--- config.mk ---
export PLATFORM = sky130hd
export DESIGN_NAME = keyed_wdt
export DESIGN_NICKNAME = d
export VERILOG_FILES = /design/src/rtl/wdt_pkg.sv /design/src/rtl/wdt_key_det.sv /design/src/rtl/wdt_gate.sv /design/src/rtl/wdt_counter.sv /design/src/rtl/wdt_pulse.sv /design/src/rtl/keyed_wdt.sv
export SDC_FILE = /design/constraint.sdc
export NUM_CORES = 1
export LEC_CHECK = 0
export BUFFER_PORTS_ARGS = -buffer_cell sky130_fd_sc_hd__buf_2
export CAP_MARGIN = 20
export CORE_MARGIN = 4
export CORE_UTILIZATION = 49
export CTS_CLUSTER_DIAMETER = 60
export CTS_CLUSTER_SIZE = 10
export DETAILED_ROUTE_END_ITERATION = 12
export HOLD_SLACK_MARGIN = 0.06
export PLACE_DENSITY = 0.75
export SLEW_MARGIN = 20
export SYNTH_ARGS = -nofsm -noshare
export SYNTH_HDL_FRONTEND = slang
export SYNTH_SLANG_ARGS = --single-unit
--- constraint.sdc ---
create_clock -name clk_i -period 1.7 [get_ports clk_i]
set_input_delay 0.34 -clock clk_i [delete_from_list [all_inputs] [get_ports clk_i]]
set_output_delay 0.34 -clock clk_i [all_outputs]
set_load 0.05 [all_outputs]
--- src/rtl/wdt_pkg.sv ---
package wdt_pkg;
  localparam int unsigned CNT_W_DEF   = 13;
  localparam int unsigned PULSE_DEF   = 96;
  localparam int unsigned BUS_W_DEF   = 8;
  localparam logic [7:0]  SVC_ADDR_DEF = 8'hA6;
  localparam logic [7:0]  KEY_A_DEF    = 8'h1E;
  localparam logic [7:0]  KEY_B_DEF    = 8'hE1;
endpackage

--- src/rtl/wdt_key_det.sv ---
module wdt_key_det #(
  parameter int unsigned    BUS_W    = 8,
  parameter logic [BUS_W-1:0] SVC_ADDR = 8'hA6,
  parameter logic [BUS_W-1:0] KEY_A    = 8'h1E,
  parameter logic [BUS_W-1:0] KEY_B    = 8'hE1
) (
  input  logic             clk_i,
  input  logic             rst_ni,
  input  logic             wr_en_i,
  input  logic [BUS_W-1:0] wr_addr_i,
  input  logic [BUS_W-1:0] wr_data_i,
  output logic             key_ok_o
);
  logic armed_q;
  logic hit;

  assign hit      = wr_en_i && (wr_addr_i == SVC_ADDR);
  assign key_ok_o = hit && armed_q && (wr_data_i == KEY_B);

  // every service write re-evaluates the first-byte match
  always_ff @(posedge clk_i or negedge rst_ni) begin
    if (!rst_ni)  armed_q <= 1'b0;
    else if (hit) armed_q <= (wr_data_i == KEY_A);
  end
endmodule

--- src/rtl/wdt_gate.sv ---
module wdt_gate (
  input  logic clk_i,
  input  logic rst_ni,
  input  logic tick_i,
  input  logic idle_i,
  input  logic pdown_i,
  input  logic wake_n_i,
  input  logic cfg_idle_hold_i,
  output logic step_o
);
  logic wake_hold_q;

  // held from power-down until the wake line returns high
  always_ff @(posedge clk_i or negedge rst_ni) begin
    if (!rst_ni) wake_hold_q <= 1'b0;
    else         wake_hold_q <= (wake_hold_q | pdown_i) & ~wake_n_i;
  end

  assign step_o = tick_i && !pdown_i && !(idle_i && cfg_idle_hold_i)
                  && !(wake_hold_q && !wake_n_i);
endmodule

--- src/rtl/wdt_counter.sv ---
module wdt_counter #(
  parameter int unsigned CNT_W = 13
) (
  input  logic clk_i,
  input  logic rst_ni,
  input  logic key_ok_i,
  input  logic step_i,
  output logic ovf_o,
  output logic req_o
);
  localparam logic [CNT_W-1:0] TERM = {CNT_W{1'b1}};

  logic             en_q;
  logic             req_q;
  logic [CNT_W-1:0] cnt_q;

  assign ovf_o = en_q && step_i && (cnt_q == TERM - 1'b1);
  assign req_o = req_q;

  always_ff @(posedge clk_i or negedge rst_ni) begin
    if (!rst_ni) begin
      en_q  <= 1'b0;
      cnt_q <= '0;
      req_q <= 1'b0;
    end else begin
      req_q <= ovf_o;
      if (ovf_o) begin
        en_q  <= 1'b0;
        cnt_q <= '0;
      end else if (key_ok_i) begin
        en_q  <= 1'b1;
        cnt_q <= '0;
      end else if (en_q && step_i) begin
        cnt_q <= cnt_q + 1'b1;
      end
    end
  end
endmodule

--- src/rtl/wdt_pulse.sv ---
module wdt_pulse #(
  parameter int unsigned LEN = 96
) (
  input  logic clk_i,
  input  logic rst_ni,
  input  logic trig_i,
  input  logic off_i,
  output logic pulse_o
);
  localparam int unsigned LW = $clog2(LEN + 1);
  localparam logic [LW-1:0] LOAD = LW'(LEN);

  logic [LW-1:0] left_q;
  logic          busy;

  assign busy    = (left_q != '0);
  assign pulse_o = busy && !off_i;

  // no retrigger while busy
  always_ff @(posedge clk_i or negedge rst_ni) begin
    if (!rst_ni)              left_q <= '0;
    else if (trig_i && !busy) left_q <= LOAD;
    else if (busy)            left_q <= left_q - 1'b1;
  end
endmodule

--- src/rtl/keyed_wdt.sv ---
module keyed_wdt
  import wdt_pkg::*;
#(
  parameter int unsigned CNT_W    = CNT_W_DEF,
  parameter int unsigned PULSE    = PULSE_DEF,
  parameter int unsigned BUS_W    = BUS_W_DEF,
  parameter logic [BUS_W-1:0] SVC_ADDR = SVC_ADDR_DEF,
  parameter logic [BUS_W-1:0] KEY_A    = KEY_A_DEF,
  parameter logic [BUS_W-1:0] KEY_B    = KEY_B_DEF
) (
  input  logic             clk_i,
  input  logic             rst_ni,
  input  logic             tick_i,
  input  logic             wr_en_i,
  input  logic [BUS_W-1:0] wr_addr_i,
  input  logic [BUS_W-1:0] wr_data_i,
  input  logic             idle_i,
  input  logic             pdown_i,
  input  logic             wake_n_i,
  input  logic             cfg_ro_off_i,
  input  logic             cfg_idle_hold_i,
  output logic             rst_pulse_o,
  output logic             rst_req_o
);
  logic key_ok, step, ovf;

  wdt_key_det #(
    .BUS_W(BUS_W), .SVC_ADDR(SVC_ADDR), .KEY_A(KEY_A), .KEY_B(KEY_B)
  ) u_key (
    .clk_i, .rst_ni, .wr_en_i, .wr_addr_i, .wr_data_i, .key_ok_o(key_ok)
  );

  wdt_gate u_gate (
    .clk_i, .rst_ni, .tick_i, .idle_i, .pdown_i, .wake_n_i,
    .cfg_idle_hold_i, .step_o(step)
  );

  wdt_counter #(.CNT_W(CNT_W)) u_cnt (
    .clk_i, .rst_ni, .key_ok_i(key_ok), .step_i(step),
    .ovf_o(ovf), .req_o(rst_req_o)
  );

  wdt_pulse #(.LEN(PULSE)) u_pulse (
    .clk_i, .rst_ni, .trig_i(ovf), .off_i(cfg_ro_off_i), .pulse_o(rst_pulse_o)
  );
endmodule

After elaboration in Yosys (flattened, before gate mapping):

Cells that the tools add are included.

* bits of input ports: 25
* logic and storage cells: 44
* bits in registers: 24
* output and inout bits: 2

* $add $sub $neg: 2
* equal/unequal tests: 4
* multiplexer cells: 7
* bitwise operators: 3
* reduce and logical (&&, ||, !) cells: 22

Operators by type and width (count)
* 13-bit two-way mux: 3
* 8-bit equality test (second input constant): 2
* 7-bit two-way mux: 2
* 13-bit by 1-bit adder with 13-bit output (second input constant): 1
* 13-bit equality test (second input constant): 1
* 1-bit logical AND: 12
* 8-bit by 5-bit equality test with 1-bit output (second input constant): 1
* 7-bit nonzero test: 1
* 7-bit by 1-bit subtractor with 7-bit output (second input constant): 1
* 1-bit logical NOT: 6
* 2-bit nonzero test: 2
* 3-bit nonzero test: 1
* 1-bit two-way mux: 2
* 1-bit bitwise AND: 1
* 1-bit inverter: 1
* 1-bit OR: 1

Longest topological paths before layout:

* depth in word-level cells: 8
* depth in mapped cells: 8
* mapped depth without buffers: 6

Cells and area by module:

Synthesis repeated with hierarchy kept, for this count alone.

* cell total of the unflattened synthesis: 131
* area total of the unflattened synthesis: 1308.8 µm²

Modules (own cells, without submodules)
* wdt_counter: cells each 73, times used 1, area an instance 753.2 µm², seq. area each 375.4 µm²
* wdt_pulse: cells each 39, times used 1, area an instance 382.9 µm², seq. area each 175.2 µm²
* wdt_key_det: cells each 13, times used 1, area an instance 115.1 µm², seq. area each 25.0 µm²
* wdt_gate: cells each 6, times used 1, area an instance 57.6 µm², seq. area each 25.0 µm²

Worst setup path before layout:

OpenSTA, ideal clock, no wires.

* path type: reg2out
* from: register u_pulse.left_q[0]
* to: output rst_pulse_o
* stages on the path, launching flop included: 5
* path slack: -197 ps
* data required time: 1360 ps
* path buffers: 0
* arrival time: 1557 ps
* cells stage by stage: dfrtp_1 -> inv_1 -> ha_1 -> and4bb_2 -> nor2_1

* cells in the longest elaborated chain, start to end: 2

Ends and longest elaborated chain
* start: declaration: RTL line wdt_pulse.sv:13 `logic [LW-1:0] left_q;`
* start signal: assignment: RTL line wdt_pulse.sv:23 `else if (busy) left_q <= left_q - 1'b1;`
* 7-bit nonzero test: RTL line wdt_pulse.sv:16 `assign busy = (left_q != '0);`
* 1-bit logical AND: RTL line wdt_pulse.sv:17 `assign pulse_o = busy && !off_i;`
* end: declaration: RTL line keyed_wdt.sv:22 `output logic rst_pulse_o,`

No other way between the ends.

Worst setup path after layout:

* from: register u_pulse.left_q[4]
* to: output rst_pulse_o

The elaborated chain is that of the path after synthesis.

==> results.sh <==
export IMPL_outcome="complete, but fails checks"
export IMPL_failed_checks="setup timing"
export IMPL_critPathKind="reg -> out"
export IMPL_synth_seq_cells=24
export IMPL_syn_num_nets=178
export IMPL_ios=27
export IMPL_vias=1351
export IMPL_nNetsFinal=221
export IMPL_cts_tree="built"
export IMPL_worstPathMaxFanout=2
export IMPL_cp_start_kind="register"
export IMPL_finalClockSkew_ns=0.00712
export IMPL_finalHoldViolations=0
export IMPL_clk_pin_slew_ns=0.13
export IMPL_dieArea_um2=3780
export IMPL_io_buffers=26
export IMPL_synth_edf_count=0
export IMPL_fmax_mhz=564
export IMPL_grt_usage_pct=18.6
export IMPL_ant_nets=0
export IMPL_grt_ovfl_total=0
export IMPL_start_util_pct=51.2
export IMPL_drt_iter0_drc=40
export IMPL_synth_top_cell_by_area="dfrtp_1"
export IMPL_place_area_um2=1610
export IMPL_ys_seq_area_share_pct=42.9
export IMPL_clock_latency_ns=0.31
export IMPL_std_cell_rows=19
export IMPL_maxCapViolations=0
export IMPL_worst_path_stages=4
export IMPL_whs_path_depth=2
export IMPL_setup_ws_ns=-0.0738
export IMPL_grt_pass1_vias=1282
export IMPL_cp_cell_sequence="nor3_2 > and4bb_2 > nor2_2 > buf_6"
export IMPL_synth_top_cells_by_area="dfrtp_1 (43%), a21oi_1 (3.9%), nand3_1 (3.9%), nand2_1 (3.2%), ha_1 (2.7%)"
export IMPL_die_w_um=61.5
export IMPL_min_delay_start="wake_n_i"
export IMPL_routabilityCongestion=0.861
export IMPL_vias_per_cell=6.09
export IMPL_synthToLayoutAreaGrowth_pct=25.6
export IMPL_dominantRegCellSynth="dfrtp_1"
export IMPL_antenna_cells=0
export IMPL_numCtsBuffers=3
export IMPL_grt_pass1_wl_mm=5.29
export IMPL_highest_layer="met4"
export IMPL_yosysWarnings=0
export IMPL_worstPathRequired_ns=1.36
export IMPL_synth_cell_area_um2=1400
export IMPL_layout_drive_gt1_share_pct=35.1
export IMPL_setup_violations=1
export IMPL_grt_antenna_before_repair=0
export IMPL_drtPass1Iterations=6
export IMPL_async_reset_ff_share_pct=100
export IMPL_utilization_pct=64.3
export IMPL_wl_mm=3.30
export IMPL_worst_slew_margin_rel_pct=65.2
export IMPL_netlist_cell_type_count=47
export IMPL_finish_instance_area_um2=1760
export IMPL_p_per_area_nw_per_um2=497
export IMPL_path_delay_family="simple AND/OR/NAND/NOR gates"
export IMPL_min_period_ns=1.77
export IMPL_crit_buf_inv=1
export IMPL_routed_wl_met3_um=207
export IMPL_max_clock_path_buffers=2
export IMPL_finalCritPeriodShare_pct=104
export IMPL_syn_avg_cell_area_um2=9.33
export IMPL_rsz0062_at_grt="true"
export IMPL_pre_cts_ws_ns=-0.0236
export IMPL_wl_met2_mm=1.65
export IMPL_final_max_slew_violation_count=0
export IMPL_htree_levels=1
export IMPL_drc_errors=0
export IMPL_wl_met1_mm=1.43
export IMPL_die_height_um=61.5
export IMPL_startpoint="u_pulse.left_q[4]$_DFFE_PN0P_"
export IMPL_cts_root_buf="clkbuf_4"
export IMPL_worstPathArrival_ns=1.43
export IMPL_hold_class="in -> reg"
export IMPL_crit_path_end_kind="output pin"
export IMPL_hpwlAfterDp_mm=2.30
export IMPL_ff2ff_path_depth=6
export IMPL_grt_max_degree=25
export IMPL_p_leak_nw=0.803
export IMPL_peakVddDrop_uv=706
export IMPL_wl_per_cell_um=14.9
export IMPL_slowest_delay_ns=0.42
export IMPL_syn_inst=150
export IMPL_n_fill_cell=237
export IMPL_crit_path_top_delay_cell="dfrtp_1"
export IMPL_synth_top_area_share_pct=42.9
export IMPL_r2r_start="u_cnt.cnt_q[0]$_DFFE_PN0P_"
export IMPL_cts_sinks=24
export IMPL_core_um2=2730
export IMPL_tightest_slew_ns=0.522
[Yosys cell counts, types with 4 or more instances]
cell type,count
nand2_1,12
clkbuf_1,4
a21oi_1,11
buf_2,5
nor2_1,8
a31oi_1,4
dfrtp_1,24
nand3_1,11
o21ai_1,5
nand4_1,5
[layout make-up]
class,count,area (um2),share of cell area (%)
inverters,3,11.3,0.641
well taps,31,38.8,2.21
repair buffers,49,315,17.9
clock buffers,3,22.5,1.28
flip-flops and latches,24,601,34.2
multi-input cells,112,769,43.8
[worst paths after layout]
path                                                 end  slack (ns)
min in group asynchronous  u_pulse.left_q[6]$_DFFE_PN0P_        0.52
hold / removal              u_gate.wake_hold_q$_DFF_PN0_        0.18
setup reg to reg              u_cnt.cnt_q[9]$_DFFE_PN0P_        0.05
hold reg to reg                u_key.armed_q$_DFFE_PN0P_        0.49
max in group asynchronous     u_cnt.cnt_q[9]$_DFFE_PN0P_        0.83
setup / recovery                             rst_pulse_o       -0.07
[kinds of logic after synthesis]
kind of cell,Yosys count,synth area share (%)
and+or+nand+nor,66,28.6
AOI/OAI and AO/OA,40,18.7
DFF,24,42.9
buffers and inverters,14,5.27
xor gates and xnor gates,3,1.88
adders and majority gates,3,2.68
[metrics by stage]
stage / hold WS, ns / power (mW) / instances / setup TNS, ns
finish: 0.175 / 0.874 / 222 / -0.0738
global route: 0.161 / 0.913 / 222 / -0.161
CTS: 0.169 / 0.885 / 219 / -0.0657
detailed placement: 0.345 / 0.640 / 209 / -0.0236
global placement: 0.340 / 0.638 / 209 / 0
floorplan: 0.0444 / 0.598 / 150 / 0
[report_power, final]
group / leakage, nW / internal, mW / switching, mW
clock network: 0.0138 / 0.0828 / 0.160
registers: 0.309 / 0.572 / 0.000774
logic: 0.480 / 0.0295 / 0.0289
[state kept, by name (all words and copies together) (netlist names)]
signal	flops
u_cnt.cnt_q	13
u_pulse.left_q	7
u_cnt.en_q	1
u_cnt.req_o	1
u_gate.wake_hold_q	1
u_key.armed_q	1
[worst register-to-register path, stage by stage (launching register included)]
cell and delay (ns):
dfrtp_1 0.43, inv_2 0.06, ha_1 0.19, and4_4 0.16, and3_4 0.20, or4_4 0.41, a21oi_2 0.15
[cell usage in the layout (no fill, tap or decap), types with 2 or more instances in the layout]
cell       instances
and4_4             3
inv_2              3
nand3b_1           3
xnor2_1            2
a21oi_1           10
buf_4             21
and3_4             2
buf_2             25
nor4bb_1           2
ha_1               2
o21ai_0            3
o211ai_1           2
buf_6              2
nand3_1           10
a22o_1             2
o21ai_1            5
a31oi_1            4
and3_1             2
a22oi_1            2
dfrtp_1           24
nand2_1           12
or3_1              3
nor4_1             2
clkbuf_4           3
nor2_1             7
nor3b_1            2
nand4_1            5
a2bb2oi_1          2
[what timing repair did]
item	4_1_cts	5_1_grt
gates resized for setup	10	8
hold buffers	1	0
endpoints found under the hold margin	24	0
pin swaps	2	5
endpoints found under the setup margin	3	4
setup buffers	6	4
[layer usage]
layer | vias up | track usage (%)
met2 | 42 | 34.1
met5 | - | 0
met3 | 2 | 3.77
li1 | 649 | -
met4 | 0 | 4.24
met1 | 658 | 22.3
Power figures use the tool's default switching activity.
